==> src/rtl/rpia_pkg.sv <==
package rpia_pkg;
  localparam int unsigned N_LINES = 8;
  localparam int unsigned LINE_W  = $clog2(N_LINES);

  typedef enum logic [2:0] {
    OP_ROT_AEOI_CLR = 3'd0,
    OP_NS_EOI       = 3'd1,
    OP_NOP          = 3'd2,
    OP_SP_EOI       = 3'd3,
    OP_ROT_AEOI_SET = 3'd4,
    OP_NS_EOI_ROT   = 3'd5,
    OP_SET_BASE     = 3'd6,
    OP_SP_EOI_ROT   = 3'd7
  } rpia_op_e;
endpackage

==> src/rtl/rpia_prio.sv <==
// Rotating priority encoder: slot of the first set bit counted from base_i.
module rpia_prio #(
  parameter int unsigned N = 8,
  localparam int unsigned W = $clog2(N)
) (
  input  logic [N-1:0] vec_i,
  input  logic [W-1:0] base_i,
  output logic [W:0]   slot_o,
  output logic [W-1:0] line_o
);
  always_comb begin
    int idx;
    slot_o = (W+1)'(N);
    line_o = '0;
    idx    = 0;
    for (int k = N - 1; k >= 0; k--) begin
      idx = (k + int'(base_i)) % N;
      if (vec_i[idx]) begin
        slot_o = (W+1)'(k);
        line_o = W'(idx);
      end
    end
  end
endmodule

==> src/rtl/rpia_req.sv <==
module rpia_req #(
  parameter int unsigned N = 8
) (
  input  logic         clk_i,
  input  logic         rst_ni,
  input  logic [N-1:0] irq_i,
  input  logic [N-1:0] level_i,
  input  logic [N-1:0] clr_i,
  output logic [N-1:0] irr_o
);
  logic [N-1:0] irq_q, irr_q;

  for (genvar i = 0; i < N; i++) begin : g_line
    logic nxt;
    always_comb begin
      if (level_i[i]) nxt = irq_i[i];
      else            nxt = (irr_q[i] & ~clr_i[i]) | (irq_i[i] & ~irq_q[i]);
    end
    always_ff @(posedge clk_i or negedge rst_ni) begin
      if (!rst_ni) begin
        irq_q[i] <= 1'b0;
        irr_q[i] <= 1'b0;
      end else begin
        irq_q[i] <= irq_i[i];
        irr_q[i] <= nxt;
      end
    end
  end

  assign irr_o = irr_q;

  p_level_follow_r5: assert property (@(posedge clk_i) disable iff (!rst_ni)
    1'b1 |=> ((irr_q & $past(level_i)) == ($past(irq_i) & $past(level_i))));
  p_edge_hold_r5: assert property (@(posedge clk_i) disable iff (!rst_ni)
    (!level_i[0] && irq_q[0] && irq_i[0] && !irr_q[0]) |=> !irr_q[0]);
endmodule

==> src/rtl/rpia_core.sv <==
module rpia_core
  import rpia_pkg::*;
#(
  parameter int unsigned N        = N_LINES,
  parameter int unsigned CASC_BIT = 2,
  localparam int unsigned W       = $clog2(N)
) (
  input  logic         clk_i,
  input  logic         rst_ni,
  input  logic [N-1:0] irq_i,
  input  logic [N-1:0] level_i,
  input  logic         mask_we_i,
  input  logic [N-1:0] mask_i,
  input  logic         auto_eoi_i,
  input  logic         special_mask_i,
  input  logic         nested_i,
  input  logic         cmd_valid_i,
  input  logic [2:0]   cmd_op_i,
  input  logic [W-1:0] cmd_line_i,
  input  logic         ack_i,
  output logic         int_o,
  output logic [W-1:0] ack_line_o,
  output logic [N-1:0] irr_o,
  output logic [N-1:0] isr_o,
  output logic [W-1:0] base_o
);
  logic [N-1:0] irr, imr_q, isr_q, isr_n, cur_vec, ack_oh, req_clr;
  logic [W-1:0] base_q, base_n, pend_line, cur_line, eoi_line;
  logic [W:0]   pend_slot, cur_slot, eoi_slot;
  logic         rot_q, rot_n, ack_fire, cmd_fire;
  rpia_op_e     op;

  rpia_req #(.N(N)) u_req (
    .clk_i, .rst_ni, .irq_i, .level_i,
    .clr_i (req_clr),
    .irr_o (irr)
  );

  always_comb begin
    cur_vec = isr_q;
    if (special_mask_i) cur_vec = cur_vec & ~imr_q;
    if (nested_i)       cur_vec[CASC_BIT] = 1'b0;
  end

  rpia_prio #(.N(N)) u_pend (.vec_i(irr & ~imr_q), .base_i(base_q), .slot_o(pend_slot), .line_o(pend_line));
  rpia_prio #(.N(N)) u_cur  (.vec_i(cur_vec),      .base_i(base_q), .slot_o(cur_slot),  .line_o(cur_line));
  rpia_prio #(.N(N)) u_eoi  (.vec_i(isr_q),        .base_i(base_q), .slot_o(eoi_slot),  .line_o(eoi_line));

  assign int_o      = pend_slot < cur_slot;
  assign ack_line_o = int_o ? pend_line : W'(N - 1);
  assign ack_fire   = ack_i & int_o;
  assign cmd_fire   = cmd_valid_i & ~ack_i;
  assign ack_oh     = N'(1) << pend_line;
  assign req_clr    = ack_fire ? (ack_oh & ~level_i) : '0;
  assign op         = rpia_op_e'(cmd_op_i);

  always_comb begin
    isr_n  = isr_q;
    base_n = base_q;
    rot_n  = rot_q;
    if (ack_fire) begin
      if (!auto_eoi_i)  isr_n  = isr_q | ack_oh;
      else if (rot_q)   base_n = pend_line + 1'b1;
    end else if (cmd_fire) begin
      unique case (op)
        OP_ROT_AEOI_CLR: rot_n = 1'b0;
        OP_ROT_AEOI_SET: rot_n = 1'b1;
        OP_NS_EOI, OP_NS_EOI_ROT: begin
          if (eoi_slot != (W+1)'(N)) begin
            isr_n[eoi_line] = 1'b0;
            if (op == OP_NS_EOI_ROT) base_n = eoi_line + 1'b1;
          end
        end
        OP_SP_EOI:     isr_n[cmd_line_i] = 1'b0;
        OP_SET_BASE:   base_n = cmd_line_i + 1'b1;
        OP_SP_EOI_ROT: begin
          isr_n[cmd_line_i] = 1'b0;
          base_n = cmd_line_i + 1'b1;
        end
        default: ;
      endcase
    end
  end

  always_ff @(posedge clk_i or negedge rst_ni) begin
    if (!rst_ni) begin
      imr_q  <= '0;
      isr_q  <= '0;
      base_q <= '0;
      rot_q  <= 1'b0;
    end else begin
      if (mask_we_i) imr_q <= mask_i;
      isr_q  <= isr_n;
      base_q <= base_n;
      rot_q  <= rot_n;
    end
  end

  assign irr_o  = irr;
  assign isr_o  = isr_q;
  assign base_o = base_q;

  p_int_needs_pend_r2: assert property (@(posedge clk_i) disable iff (!rst_ni)
    int_o |-> ((irr & ~imr_q) != '0));
  p_ack_sets_isr_r6: assert property (@(posedge clk_i) disable iff (!rst_ni)
    (ack_fire && !auto_eoi_i) |=> ((isr_q & $past(ack_oh)) != '0));
  p_aeoi_no_isr_r7: assert property (@(posedge clk_i) disable iff (!rst_ni)
    (ack_fire && auto_eoi_i) |=> $stable(isr_q));
  p_empty_eoi_r8: assert property (@(posedge clk_i) disable iff (!rst_ni)
    (cmd_fire && (cmd_op_i == 3'd1 || cmd_op_i == 3'd5) && isr_q == '0) |=> ($stable(isr_q) && $stable(base_q)));
  p_ns_eoi_one_r8: assert property (@(posedge clk_i) disable iff (!rst_ni)
    (cmd_fire && cmd_op_i == 3'd1 && isr_q != '0) |=> ($countones(isr_q) + 1 == $countones($past(isr_q))));
  p_ack_wins_r11: assert property (@(posedge clk_i) disable iff (!rst_ni)
    (ack_i && cmd_valid_i && !int_o) |=> ($stable(isr_q) && $stable(base_q)));
endmodule

==> config.mk <==
export PLATFORM = sky130hd
export DESIGN_NAME = rpia_core
export DESIGN_NICKNAME = d
export VERILOG_FILES = /design/src/rtl/rpia_pkg.sv /design/src/rtl/rpia_prio.sv /design/src/rtl/rpia_req.sv /design/src/rtl/rpia_core.sv
export SDC_FILE = /design/constraint.sdc
export NUM_CORES = 1
export LEC_CHECK = 0
export BUFFER_PORTS_ARGS = -buffer_cell sky130_fd_sc_hd__buf_2
export CAP_MARGIN = 10
export CORE_MARGIN = 2
export CORE_UTILIZATION = 59
export DETAILED_ROUTE_END_ITERATION = 7
export MAX_ROUTING_LAYER = met4
export PLACE_DENSITY_LB_ADDON = 0.15
export SYNTH_ARGS = -nofsm -noshare
export SYNTH_HDL_FRONTEND = slang
export SYNTH_SLANG_ARGS = --single-unit
==> constraint.sdc <==
create_clock -name clk_i -period 6.5 [get_ports clk_i]
set_clock_uncertainty 0.1 [all_clocks]
set_input_delay 0.325 -clock clk_i [delete_from_list [all_inputs] [get_ports clk_i]]
set_output_delay 0.325 -clock clk_i [all_outputs]
set_load 0.02 [all_outputs]
# Yosys cells after proc, flatten, opt, wreduce, memory -nomap -nowiden
# Cells that the tools add are included.
# op_classes
n_lt_le_gt_ge,13
n_eq_ne,12
bitwise_logic,54
reduce_logical,13
muxes,117
addsub,10
n_shift,1
# op_table
operator,n
2-to-1 mux 4 bit,24
binary-select mux 1 bit (select 3 bit),24
2-to-1 mux 3 bit,23
2-to-1 mux 8 bit,6
AND 8 bit,5
"< comparator 3 x 4 -> 1 bit, second input constant",10
2-to-1 mux 1 bit,35
inverter 8 bit,4
AND 1 bit,18
inverter 1 bit,18
case mux 8 bit (2 select lines),1
"adder 3 bit, first input constant",4
"equality test 3 bit, second input constant",4
"adder 3 x 1 -> 3 bit, second input constant",3
OR 1 bit,8
OR 8 bit,1
"<< shifter 1 x 3 -> 8 bit, first input constant",1
"adder 2 x 3 -> 3 bit, first input constant",2
demux 1 bit (select 3 bit),2
">= comparator 3 x 1 -> 1 bit, second input constant",2
"inequality test 2 bit, second input constant",3
"inequality test 3 bit, second input constant",2
case mux 3 bit (2 select lines),1
AND reduction 6 bit,1
13 further kinds,18
# totals
reg_bits,36
output_inout_bits,23
word_cells,240
input_bits,38

# Depth between registers and ports, before layout
# logic_depth
depth_word,21
depth_mapped,25

# Modules after synthesis
# Synthesis repeated with hierarchy kept, for this count alone.
# hier_totals
hier_cells,456
hier_area_um2,4524.3
# modules_own_cells
mod,area_each_um2,n_inst,cells_each,seq_area_each_um2
rpia_prio,833.3,3,87,0.0
rpia_core,1471.4,1,155,500.5
rpia_req,553.0,1,40,400.4

# Worst setup path after synthesis
# No wires, ideal clock.
# synth_timing
path_kind,reg-to-reg
start,reg base_q[1] (netlist: base_o[1])
end,reg base_q[2] (netlist: base_o[2])
path_slack_ns,1.084
setup_ns,0.126
stages_incl_launch_ff,24
period_less_slack_ns,5.416
required_time_ns,6.274
n_path_buf,3
t_arrival_ns,5.190
path_cell_list,dfrtp_1 > clkinv_1 > clkbuf_1 > ha_1 > buf_2 > inv_1 > clkbuf_1 > a211oi_1 > a211oi_1 > nand2_1 > nand2_1 > nor2b_1 > o21ai_0 > ha_1 > and3_1 > nand4_1 > a31oi_1 > o2111ai_1 > o311a_1 > nand2_1 > mux2_2 > ha_1 > nor2b_1 > a221o_1
# synth_between
elab_chain_cells,17
word_cells_on_any_way,114
# synth_rtl
element,line_no,rtl
start: declaration,rpia_core.sv:28,"logic [W-1:0] base_q, base_n, pend_line, cur_line, eoi_line;"
start signal: assignment,rpia_core.sv:94,base_q <= base_n;
adder 3 bit,rpia_prio.sv:17,idx = (k + int'(base_i)) % N;
binary-select mux 1 bit (select 3 bit),rpia_prio.sv:18,if (vec_i[idx]) begin
2-to-1 mux 1 bit (not written as such),rpia_prio.sv:18,
2-to-1 mux 3 bit (8 in series),rpia_prio.sv:18,
adder 3 x 1 -> 3 bit,rpia_core.sv:71,if (op == OP_NS_EOI_ROT) base_n = eoi_line + 1'b1;
2-to-1 mux 3 bit,rpia_core.sv:71,
2-to-1 mux 3 bit,rpia_core.sv:69,if (eoi_slot != (W+1)'(N)) begin
case mux 3 bit (2 select lines),rpia_core.sv:65,unique case (op)
2-to-1 mux 3 bit,rpia_core.sv:64,end else if (cmd_fire) begin
2-to-1 mux 3 bit,rpia_core.sv:61,if (ack_fire) begin
# Parallel ways exist; a longest one is shown, timed or not. The select of a mux whose other input is x is not followed.
# A chain may end at the register's enable or synchronous reset.

# Final worst setup path
# layout_timing
start,reg base_q[0] (netlist: base_o[0])
end,reg base_q[2] (netlist: base_o[2])
# Same word-level chain as after synthesis.

==> impl_metrics.toml <==
[logic_synthesis]
synth.top_cells.by_area = "dfrtp_1, mux4_2, mux2i_1"
synth_cells = 462
synthDominantAreaCellType = "dfrtp_1"
share_of_the_synthesized_area_in_the_top_cell_type_pct = 21.05
synth-adder-area-share_pct = 1.754
yosys.cell_count.top_type = "nand2_1"
syn-mean-instance-area_sq_um = 9.262
yosys_register_bits = 36
main_combinational_cell_family_by_area_after_synthesis = "multiplexers"
synth_edf_count = 0
cell_area_after_synthesis_sq_mm = 0.004279
predominant_post_synthesis_flop_cell = "dfrtp_1"
area_share_of_and_or_nand_nor_cells_after_synthesis_pct = 17.78
synth_cell_types = 75
postSynth.asyncResetShare_pct = 100.0
count_of_warnings_emitted_by_yosys = 0
mapped_nets = 506
seq_area_frac_synth_pct = 21.05
netlist_top_cells_count = "nand2_1, mux2i_1, dfrtp_1, nor2_1, mux4_2"
synth.mux.area_fraction_pct = 27.34
synth_compound_gate_area_share_pct = 25.18
synth_area_in_xor_xnor_pct = 1.579

[setup_path]
timing.critical_path.depth = 18
timing.critical_path.arrival_ns = 6.06
crit_end = "base_o[2]"
path_cells = "ha_1 > clkinv_1 > mux4_2 > o22ai_1 > o31ai_1 > o21ai_0 > a221o_1 > ha_1 > and3_1 > nand4_1 > a31oi_1 > o2111ai_1 > o311a_1 > nand2_1 > mux2_2 > ha_1 > nor2b_1 > a221o_1"
timing.critical_path.to_type = "flop"
crit_slowest_cell = "dfrtp_2"
critPathKind = "reg2reg"
crit_family = "compound AO/OA/AOI/OAI gates"
r2r_setup_slk_ns = 0.51
cpPeakStageDelay_ns = 0.62
worstSetupStartpoint = "base_o[0]"
worstPathBufferInverterCount = 1
r2r_cells = 18
crit_top_cell = "ha_1"
worst_r2r_endpoint = "base_o[2]"
start_kind = "flop"
critPathMaxFanout = 15
r2r_start = "base_o[0]"
cp.required_ns = 6.57

[routing]
post_drt_wl_per_cell_um = 20.18
detail_route.vias_per_cell = 6.824
final_routed_wirelength_across_all_metal_layers_mm = 12.39
final_antenna_net_count = 0
via_count = 4190
drc_errors = 0
drt_pass1_iterations = 5
dr.first_iter.drc_count = 413

[sta]
final.period_utilization_pct = 92.08
period_minus_slack_ns = 5.985
setup_viol_count_final = 0
tightestPinTransition_ns = 0.9732
unrepaired_setup_endpoints_after_global_routing = "false"
hold_violations = 0
worst_slew_margin_rel_pct = 34.65
setup-tns-final_ns = 0
fin_hold_ws_ns = 0.01242
max_freq_ghz = 0.1671
timing_max_transition_violations_final = 0

[min_path]
min_path_type = "in2async"

[placement]
detailed_place.area_sq_mm = 0.004609
placement.io_buffers = 60
place_congestion = 1.012
place.detailed.hpwl_mm = 9.643

[floorplan]
placement_rows = 31
initial_core_util_pct = 59.96
dieWidth_um = 89.16
core_region_area_sq_mm = 0.007137
die_height_um = 89.16
num_io_pins = 61
area_of_the_die_sq_mm = 0.007950

[grt]
grt_first_pass_wirelength_mm = 19.78
grt_start_max_net_pins = 37
grt.total_usage_pct = 33.43
grt_overflow = 0
number_of_global_route_vias_before_repair = 3820
grt_antenna_before_repair = 0

[clock_tree]
clkSlewWorstSetupHoldPaths_ns = 0.07
cts_hold_repair.buffers = 0
clock_latency_on_the_worst_skew_pair_ns = 0.28
cts-buffers-inserted = 5
cts.sink_count = 36
clk_path_buf_depth = 2
ctsRootBufferMaster = "clkbuf_8"
cts_max_level = 2
cts_tree = "done"
cts_setup_buffers = 0
cts.repair.resized = 0

[cells_and_area]
finish.net_count = 558
syn2layout_area_growth_pct = 10.23
finish.instance_area_sq_mm = 0.004717
final_layout_size_suffix_gt1_share_pct = 26.80
postLayoutCoreUtil_pct = 66.09
antenna_cells_inserted = 0

[flow_run]
cap_violations = 0

[run_status]
result_of_the_run = "finished, final reports clean"
state kept, by name (all words and copies together) (netlist names):
register,flops
imr_q,8
isr_o,8
u_req.irq_q,8
u_req.irr_o,8
base_o,3
rot_q,1
worst min path at each step:
stage              from              to  slack, ns  cells after the start
6_report         rst_ni        isr_o[7]       0.01                      1
5_1_grt        irq_i[5]  u_req.irq_q[5]       0.05                      1
4_1_cts          rst_ni        isr_o[7]       0.05                      1
3_5_place_dp   irq_i[1]  u_req.irq_q[1]       0.35                      1
3_3_place_gp     rst_ni        isr_o[2]       0.35                      1
2_1_floorplan    rst_ni       base_o[0]      -0.07                      0
cell type report:
| type | instances | area [sq um] |
|---|---|---|
| multi-input combinational | 384 | 3151 |
| fill | 629 | 2420 |
| sequential | 36 | 902.1 |
| timing repair buffer | 67 | 352.8 |
| tap | 99 | 123.9 |
| inverter | 20 | 80.08 |
| clock buffer | 6 | 72.57 |
| clock inverter | 2 | 35.03 |
per-layer routing:
metal | GRT usage (%) | routed length [um]
met4 | 11.67 | 441
met3 | 3.232 | 1032
met5 | - | 0
met2 | 48.69 | 5488
met1 | 48.85 | 5427
layout by cell type, fill, tap and decap left out, drive strengths merged, types with 10 or more instances in the layout:
cell    instances
nor3           10
a211oi         10
nand2          40
dfrtp          36
inv            18
o21ai          20
mux2           21
a21oi          14
mux4           25
nand3          10
nor2b          15
nor2           36
buf            67
mux2i          37
nand2b         15
stage by stage:
stage	setup slack (ns)	cells
global placement	0.8065	606
finish	0.5146	614
floorplan	1.084	462
detailed placement	0.6633	606
CTS	0.6597	614
global route	0.2658	614
cell families after synthesis:
logic type	count (synthesis)
AND/OR/NAND/NOR	151
multiplexers	83
buffers and inverters	42
XOR/XNOR	6
adder cells (fa/ha/maj)	6
flip-flops	36
AO/OA/AOI/OAI	138
Power is left out: the tool's default activity adds up to more than one toggle a clock period on the data nets, which glitch-free logic cannot reach.
